## src/rtl/console_pkg.sv

```systemverilog
package console_pkg;
  typedef enum logic [1:0] {
    CMD_NONE    = 2'd0,
    CMD_SETADDR = 2'd1,
    CMD_STORE   = 2'd2,
    CMD_INSPECT = 2'd3
  } cmd_e;

  typedef enum logic [1:0] {
    ST_IDLE = 2'd0,
    ST_BUS  = 2'd1,
    ST_READ = 2'd2,
    ST_XFER = 2'd3
  } st_e;

  // strobe index order is also priority order (index 0 highest)
  localparam int NUM_CMDS = 3;
endpackage

```

## src/rtl/console_arb.sv

```systemverilog
module console_arb
  import console_pkg::*;
#(
  parameter int N = NUM_CMDS
) (
  input  logic [N-1:0] req,
  input  logic         busy,
  output logic         go,
  output cmd_e         pick
);
  logic [N-1:0] grant;

  // fixed priority: lowest index wins
  always_comb begin
    logic found;
    found = 1'b0;
    grant = '0;
    for (int i = 0; i < N; i++) begin
      if (req[i] && !found) begin
        grant[i] = 1'b1;
        found    = 1'b1;
      end
    end
  end

  always_comb begin
    pick = CMD_NONE;
    for (int i = 0; i < N; i++) begin
      if (grant[i]) pick = cmd_e'(2'(i + 1));
    end
  end

  // strobes are only taken while idle
  assign go = !busy && (|req);
endmodule

```

## src/rtl/console_fsm.sv

```systemverilog
module console_fsm
  import console_pkg::*;
(
  input  logic clk,
  input  logic rst_n,
  input  logic go,
  input  cmd_e pick,
  output st_e  state,
  output cmd_e cmd_q,
  output logic busy
);
  st_e state_n;

  always_comb begin
    state_n = state;
    unique case (state)
      ST_IDLE: if (go) state_n = ST_BUS;
      ST_BUS:  state_n = (cmd_q == CMD_INSPECT) ? ST_READ : ST_IDLE;
      ST_READ: state_n = ST_XFER;
      ST_XFER: state_n = ST_IDLE;
      default: state_n = ST_IDLE;
    endcase
  end

  always_ff @(posedge clk or negedge rst_n) begin
    if (!rst_n) begin
      state <= ST_IDLE;
      cmd_q <= CMD_NONE;
    end else begin
      state <= state_n;
      if (state == ST_IDLE && go) cmd_q <= pick;
    end
  end

  assign busy = (state != ST_IDLE);

  assert_inspect_reads_R4: assert property (@(posedge clk) disable iff (!rst_n)
    (state == ST_BUS && cmd_q == CMD_INSPECT) |=> (state == ST_READ));

  assert_short_cmd_len_R5: assert property (@(posedge clk) disable iff (!rst_n)
    (state == ST_BUS && cmd_q != CMD_INSPECT) |=> (state == ST_IDLE));

  assert_cmd_held_busy_R6: assert property (@(posedge clk) disable iff (!rst_n)
    (state != ST_IDLE) |=> $stable(cmd_q));
endmodule

```

## src/rtl/console_datapath.sv

```systemverilog
module console_datapath
  import console_pkg::*;
#(
  parameter int DATA_W = 12,
  parameter int ADDR_W = 12
) (
  input  logic              clk,
  input  logic              rst_n,
  input  logic              go,
  input  st_e               state,
  input  cmd_e              cmd_q,
  input  logic [DATA_W-1:0] sw,
  input  logic [DATA_W-1:0] mem_rdata,
  output logic [ADDR_W-1:0] pc,
  output logic [ADDR_W-1:0] ma,
  output logic [DATA_W-1:0] mb,
  output logic              mem_we,
  output logic [ADDR_W-1:0] mem_addr,
  output logic [DATA_W-1:0] mem_wdata
);
  localparam logic [ADDR_W-1:0] PC_STEP = ADDR_W'(1);

  logic [DATA_W-1:0] x_q, y_q, z;
  logic              bus, z_from_y;

  assign bus      = (state == ST_BUS);
  assign z_from_y = (state == ST_XFER);
  assign z        = z_from_y ? y_q : x_q;

  always_ff @(posedge clk or negedge rst_n) begin
    if (!rst_n) begin
      x_q <= '0;
      y_q <= '0;
    end else begin
      if (state == ST_IDLE && go) x_q <= sw;
      if (state == ST_READ) y_q <= mem_rdata;
    end
  end

  always_ff @(posedge clk or negedge rst_n) begin
    if (!rst_n) begin
      pc <= '0;
      ma <= '0;
      mb <= '0;
    end else begin
      if (bus) begin
        unique case (cmd_q)
          CMD_SETADDR: pc <= z[ADDR_W-1:0];
          CMD_STORE: begin
            ma <= pc;
            mb <= z;
            pc <= pc + PC_STEP;
          end
          CMD_INSPECT: ma <= pc;
          default: ;
        endcase
      end
      if (z_from_y) mb <= z;
    end
  end

  assign mem_we    = bus && (cmd_q == CMD_STORE);
  assign mem_addr  = bus ? pc : ma;
  assign mem_wdata = z;

  assert_pc_hold_R4: assert property (@(posedge clk) disable iff (!rst_n)
    (!bus || cmd_q == CMD_INSPECT) |=> $stable(pc));

  assert_pc_wrap_step_R8: assert property (@(posedge clk) disable iff (!rst_n)
    (bus && cmd_q == CMD_STORE) |=> (pc == ADDR_W'($past(pc) + PC_STEP)));

  assert_store_mb_R3: assert property (@(posedge clk) disable iff (!rst_n)
    (bus && cmd_q == CMD_STORE) |=> (mb == $past(mem_wdata)));
endmodule

```

## src/rtl/console_seq.sv

```systemverilog
module console_seq
  import console_pkg::*;
#(
  parameter int DATA_W = 12,
  parameter int ADDR_W = 12
) (
  input  logic              clk,
  input  logic              rst_n,
  input  logic [DATA_W-1:0] sw,
  input  logic              setaddr_stb,
  input  logic              store_stb,
  input  logic              inspect_stb,
  output logic              busy,
  output logic [ADDR_W-1:0] pc,
  output logic [ADDR_W-1:0] ma,
  output logic [DATA_W-1:0] mb,
  output logic              mem_we,
  output logic [ADDR_W-1:0] mem_addr,
  output logic [DATA_W-1:0] mem_wdata,
  input  logic [DATA_W-1:0] mem_rdata
);
  logic [NUM_CMDS-1:0] req;
  logic                go;
  cmd_e                pick, cmd_q;
  st_e                 state;

  assign req = {inspect_stb, store_stb, setaddr_stb};

  console_arb #(.N(NUM_CMDS)) arb_i (
    .req  (req),
    .busy (busy),
    .go   (go),
    .pick (pick)
  );

  console_fsm fsm_i (
    .clk   (clk),
    .rst_n (rst_n),
    .go    (go),
    .pick  (pick),
    .state (state),
    .cmd_q (cmd_q),
    .busy  (busy)
  );

  console_datapath #(.DATA_W(DATA_W), .ADDR_W(ADDR_W)) dp_i (
    .clk       (clk),
    .rst_n     (rst_n),
    .go        (go),
    .state     (state),
    .cmd_q     (cmd_q),
    .sw        (sw),
    .mem_rdata (mem_rdata),
    .pc        (pc),
    .ma        (ma),
    .mb        (mb),
    .mem_we    (mem_we),
    .mem_addr  (mem_addr),
    .mem_wdata (mem_wdata)
  );

  assert_write_busy_R9: assert property (@(posedge clk) disable iff (!rst_n)
    mem_we |-> busy);

  assert_write_at_pc_R3: assert property (@(posedge clk) disable iff (!rst_n)
    mem_we |-> (mem_addr == pc));
endmodule

```

## config.mk

```make
export PLATFORM = sky130hd
export DESIGN_NAME = console_seq
export DESIGN_NICKNAME = d
export VERILOG_FILES = /design/src/rtl/console_pkg.sv /design/src/rtl/console_arb.sv /design/src/rtl/console_fsm.sv /design/src/rtl/console_datapath.sv /design/src/rtl/console_seq.sv
export SDC_FILE = /design/constraint.sdc
export NUM_CORES = 1
export LEC_CHECK = 0
export BUFFER_PORTS_ARGS = -buffer_cell sky130_fd_sc_hd__buf_4
export CAP_MARGIN = 25
export CORE_ASPECT_RATIO = 2
export CORE_UTILIZATION = 45
export DETAILED_ROUTE_END_ITERATION = 7
export PLACE_DENSITY = 0.71
export SYNTH_ARGS = -nofsm -noshare
export SYNTH_HDL_FRONTEND = slang
export SYNTH_SLANG_ARGS = --single-unit
```

## constraint.sdc

```tcl
create_clock -name clk -period 3.4 [get_ports clk]
set_clock_uncertainty 0.15 [all_clocks]
set_input_delay 0.17 -clock clk [delete_from_list [all_inputs] [get_ports clk]]
set_output_delay 0.17 -clock clk [all_outputs]
set_load 0.02 [all_outputs]
```

==> results.py, run 1 <==
metrics = {
    "run_status": {
        "status": "finished clean",
    },
    "sta": {
        "rsz0062_at_grt": "false",
        "layout_min_cycle_time_ns": 2.22,
        "whs_ns": 0.0565,
        "fin_crit_sh": 0.654,
        "slew_violations": 0,
        "setup_viol": 0,
        "timing.final.ws_setup_ns": 1.18,
        "finalHoldViolations": 0,
        "tns_ns": 0,
        "maxSlewHeadroom": 0.475,
        "worst_pin_slew_ns": 0.787,
        "max_freq_mhz": 450,
    },
    "synth": {
        "yosysWarnings": 0,
        "synth_top_family_by_area": "multiplexers",
        "synthesis.area_sq_um": 3000,
        "ys_types": 33,
        "synthFlopType": "dfrtp_1",
        "synthSimpleGateAreaFrac": 0.0701,
        "synth-async-reset-ratio": 1.00,
        "synthMuxAreaShare": 0.265,
        "yosys.area.top_type": "dfrtp_1",
        "synth_edf_count": 0,
        "synthAdderAreaFrac": 0.0125,
        "synthCells": 243,
        "synthTopCellsByArea": "dfrtp_1 53%, mux2_2 26%, a21oi_1 3.2%",
        "syn-num-nets": 275,
        "ys_seq_elements": 64,
        "synth_top_area_frac": 0.534,
        "synth_xor_area_frac": 0,
        "seq_area_frac_synth": 0.534,
        "synth-compound-area-share": 0.0893,
        "syn_avg_cell_area_sq_um": 12.3,
    },
    "drt": {
        "drt-total-wl_microns": 6940,
        "drc": 0,
        "via_per_inst": 5.22,
        "drt_iter0_drc": 47,
        "dr.pass1.iters": 4,
        "avgRoutedWirePerCell_microns": 15.3,
        "vias": 2363,
        "ant_nets": 0,
    },
    "worst_setup_path": {
        "critPathKind": "register to primary output",
        "critPathCaptureType": "primary output",
        "required_ns": 3.08,
        "reg2reg_slack_ns": 1.35,
        "cp-start-kind": "register",
        "critPathArrivalTime_ns": 1.90,
        "cp_max_fo": 12,
    },
    "floorplanning": {
        "design.core.area_sq_um": 6360,
        "die-area_sq_um": 7010,
        "row_count": 41,
        "top_level_ports": 91,
        "die_x_microns": 59.7,
        "initial_core_util": 0.471,
        "die_y_microns": 117,
    },
    "finish": {
        "layout_commonest_cell": "buf_4",
        "nNetsFinal": 395,
        "syn_to_final_growth_pct": 45.3,
        "insertedDiodeCount": 0,
        "final_core_util": 0.685,
        "final_layout_size_suffix_gt1_frac": 0.496,
        "final_cell_mix": "95 x buf_4, 68 x mux2_2, 64 x dfrtp_1",
        "fillers": 508,
    },
    "placed_design": {
        "gp_congestion": 0.837,
        "dp_hpwl_microns": 4840,
        "place_ws_ns": 1.35,
        "io_buffers": 90,
    },
    "clock_tree": {
        "cts_buffers": 9,
        "cts-resized-gates": 0,
        "htree_levels": 3,
        "clock-sinks": 64,
        "cts_tree": "yes",
        "cts.path.max_buffers": 2,
        "clk_pin_slew_ns": 0.05,
        "cts_hold_buf": 27,
        "cts-root-buf": "clkbuf_16",
        "cts_setup_buffers": 0,
        "insertion_delay_ns": 0.32,
    },
    "run": {
        "drv_cap": 0,
    },
    "global_route": {
        "grt_pass1_vias": 2385,
        "grt_max_degree": 65,
        "track_usage": 0.216,
        "grt_pass1_wl_microns": 11400,
        "antenna_found_initial": 0,
        "overflow": 0,
    },
    "min_path": {
        "hold_class": "input pin to register",
    },
    "pwr": {
        "p_per_area_nw_per_um2": 1160,
        "p_leak_nw": 1.97,
        "power_mw": 5.07,
        "ir_drop_v": 0.000604,
    },
}
area by class of cell:
cell class | instances | area, sq um | area share
inverter | 8 | 30.0 | 0.00689
clock inverter | 3 | 65.1 | 0.0149
multi-input combinational | 158 | 1310 | 0.301
timing repair buffer | 122 | 983 | 0.226
tap | 86 | 108 | 0.0247
sequential | 64 | 1600 | 0.368
clock buffer | 12 | 256 | 0.0589
cells in the mapped netlist, drive strengths merged (2+ instances only):
cell	instances
mux2	68
or4	2
ha	3
mux2i	3
o31ai	3
o21ai	10
clkbuf	7
nor2b	2
inv	8
o32ai	3
o22ai	4
a21oi	19
nand2	10
buf	6
nand3	7
or2	3
nor3	2
nor2	4
o21a	2
dfrtp	64
nand4	4
power by group:
| part | internal [mW] | switching [mW] |
|---|---|---|
| Sequential | 1.16 | 0.332 |
| Clock | 0.676 | 0.306 |
| Combinational | 1.27 | 1.33 |
per-layer routing:
layer  wire length, microns  part of all wire  GRT usage  up-vias
li1                       -                 -          -     1127
met4                    170             0.024     0.0916        0
met2                   3830              0.55      0.369       69
met1                   2690              0.39      0.251     1155
met5                      0                 0          0        -
met3                    254             0.037     0.0441       12
path summary, 6_finish.rpt:
| kind | startpoint | to | cells past startpoint |
|---|---|---|---|
| setup / recovery | register | mem_wdata[8] | 4 |
| hold / removal | inspect_stb | fsm_i.state[0] | 4 |
| setup reg to reg | dp_i.pc[5] | dp_i.pc[11] | 4 |
| hold reg to reg | dp_i.mb[0] | dp_i.mb[0] | 2 |
| max in group asynchronous | rst_n | async pin | 2 |
| min in group asynchronous | rst_n | dp_i.mb[9] | 2 |
flip-flops by register name, indices dropped and copies added (netlist names), named ones only:
register,count
dp_i.x_q,12
dp_i.mb,12
fsm_i.state,1
dp_i.ma,12
fsm_i.cmd_q,2
dp_i.y_q,12
dp_i.pc,12
per-stage QoR:
stage	instance area, sq um	cells
finish	4360	453
CTS	4360	453
global placement	3760	411
floorplan	3000	243
global route	4360	453
detailed placement	3760	411
cells by family (layout without fill, tap and decap cells):
family | Yosys count | count (layout)
adders and majority gates | 3 | 3
AOI/OAI and AO/OA | 45 | 45
buffers and inverters | 21 | 145
muxes | 71 | 71
and+or+nand+nor | 39 | 39
DFF | 64 | 64
critical path, cell delays in order, from the launching register on:
cell	delay, ns
dfrtp_1	0.46
nand2_1	0.47
mux2i_1	0.40
inv_1	0.09
buf_4	0.16
(Power assumes the default switching activity.)
==> inputs of run 2 (changes only) <==
==> constraint.sdc (replaced) <==
create_clock -name clk -period 2.2 [get_ports clk]
set_clock_uncertainty 0.15 [all_clocks]
set_input_delay 0.11 -clock clk [delete_from_list [all_inputs] [get_ports clk]]
set_output_delay 0.11 -clock clk [all_outputs]
set_load 0.02 [all_outputs]
==> run 2 against run 1 <==
  * Sequential cell count unchanged
  * Critical path depth is the same
  * Sequential power rose by 51%
  * Non-clock buffer count is 9 higher
  * Count of clock-buffer cells in the layout stayed put
  * Register-to-register slack got worse by 1.1 ns
  * Utilization grew 0.47 points
  * Worst setup slack got worse by 1.1 ns
  * First-iteration DRC count up 47%
  * Routed wire length is 7.3% higher
  * Sequential share of layout area down 0.25 points
  * Final cell count increased by 2.2%
  * Critical path type unchanged
  * Largest cell class unchanged
  * Largest power group unchanged
==> results.py, run 2 (synthesized netlist as in run 1, its figures left out) <==
metrics = {
    "run_status": {
        "status": "finished clean",
    },
    "worst_setup_path": {
        "cp_slowest_cell": "dfrtp_1",
        "crit_path_frequent_cell": "buf_4",
        "critPathKind": "register to primary output",
        "worstPathCellList": "nor2b_1 -> buf_4 -> mux2_2 -> buf_4",
        "cpPeakStageDelay_ns": 0.47,
        "cp_max_fo": 13,
        "critPathArrivalTime_ns": 1.82,
        "required_ns": 1.94,
        "critPathCaptureType": "primary output",
        "cp-start-kind": "register",
    },
    "finish": {
        "design_area_sq_um": 4390,
        "final_layout_size_suffix_gt1_frac": 0.501,
        "nNetsFinal": 404,
        "final_cells": 463,
        "layout_commonest_cell": "buf_4",
        "final_cell_mix": "101 x buf_4, 68 x mux2_2, 64 x dfrtp_1",
        "syn_to_final_growth_pct": 46.3,
        "insertedDiodeCount": 0,
        "final_core_util": 0.689,
    },
    "placed_design": {
        "io_buffers": 90,
        "dp_cells": 418,
        "dp_hpwl_microns": 5080,
        "gp_congestion": 0.791,
        "place_area_sq_um": 3830,
        "place_ws_ns": 0.244,
    },
    "sta": {
        "slew_violations": 0,
        "finalHoldViolations": 0,
        "worst_pin_slew_ns": 0.810,
        "whs_ns": 0.252,
        "max_freq_mhz": 481,
        "maxSlewHeadroom": 0.460,
        "fin_crit_sh": 0.944,
        "tns_ns": 0,
        "timing.final.ws_setup_ns": 0.123,
        "rsz0062_at_grt": "false",
        "setup_viol": 0,
        "layout_min_cycle_time_ns": 2.08,
    },
    "clock_tree": {
        "cts_buffers": 9,
        "cts.path.max_buffers": 2,
        "clock-sinks": 64,
        "htree_levels": 3,
        "clk_pin_slew_ns": 0.05,
        "cts_setup_buffers": 0,
        "cts-root-buf": "clkbuf_16",
        "cts_tree": "yes",
        "insertion_delay_ns": 0.33,
    },
    "global_route": {
        "overflow": 0,
        "antenna_found_initial": 0,
        "grt_pass1_wl_microns": 12500,
        "grt_pass1_vias": 2586,
        "grt_max_degree": 65,
        "track_usage": 0.244,
    },
    "pwr": {
        "p_leak_nw": 1.99,
        "p_per_area_nw_per_um2": 1770,
        "power_mw": 7.75,
        "ir_drop_v": 0.000956,
    },
    "floorplanning": {
        "design.core.area_sq_um": 6360,
        "top_level_ports": 91,
        "die-area_sq_um": 7010,
        "initial_core_util": 0.471,
        "die_x_microns": 59.7,
        "row_count": 41,
        "die_y_microns": 117,
    },
    "drt": {
        "vias": 2412,
        "drc": 0,
        "avgRoutedWirePerCell_microns": 16.1,
        "drt-total-wl_microns": 7450,
        "via_per_inst": 5.21,
        "dr.pass1.iters": 4,
        "drt_iter0_drc": 69,
        "ant_nets": 0,
    },
    "min_path": {
        "hold_class": "input pin to async pin",
    },
    "run": {
        "drv_cap": 0,
    },
}
## run 2: what timing repair did
item | CTS | global route
endpoints found under the hold margin | 91 | 0
hold buffers | 29 | 0
gates resized for setup | 0 | 0
## run 2: routing by layer
layer | up-vias | share of wire | track usage
met1 | 1177 | 0.38 | 0.275
li1 | 1144 | - | -
met2 | 77 | 0.56 | 0.410
met5 | - | 0 | 0
met3 | 14 | 0.042 | 0.0650
met4 | 0 | 0.025 | 0.112
## run 2: critical path, delay by kind of cell, from the launching register on
family        cells  cell delay (ns)
flops             1             0.47
buf+inv           2             0.41
mux               1             0.36
simple gates      1             0.24
## run 2: final timing paths
check                      slack, ns          end  cells after the start      startpoint
setup / recovery                0.12  mem_addr[1]                      4  fsm_i.state[0]
hold / removal                  0.25   dp_i.mb[9]                      2           rst_n
setup reg to reg                0.22  dp_i.pc[11]                      5  fsm_i.cmd_q[0]
hold reg to reg                 0.33   dp_i.mb[0]                      2      dp_i.mb[0]
max in group asynchronous       1.10  dp_i.mb[11]                      2           rst_n
min in group clk                0.33   dp_i.mb[0]                      2      dp_i.mb[0]
## run 2: cell type report
class                   count  area [sq um]
inverters                   8          30.0
fillers                   498          1980
clock inverters             4          20.0
multi-input cells         158          1310
repair buffers            131          1070
well taps                  86           108
clock buffers              12           246
flip-flops and latches     64          1600
## run 2: report_power, final
group,total (mW),switching (mW),internal (mW)
logic,4.24,2.16,2.08
clock network,1.25,0.470,0.783
registers,2.25,0.461,1.79
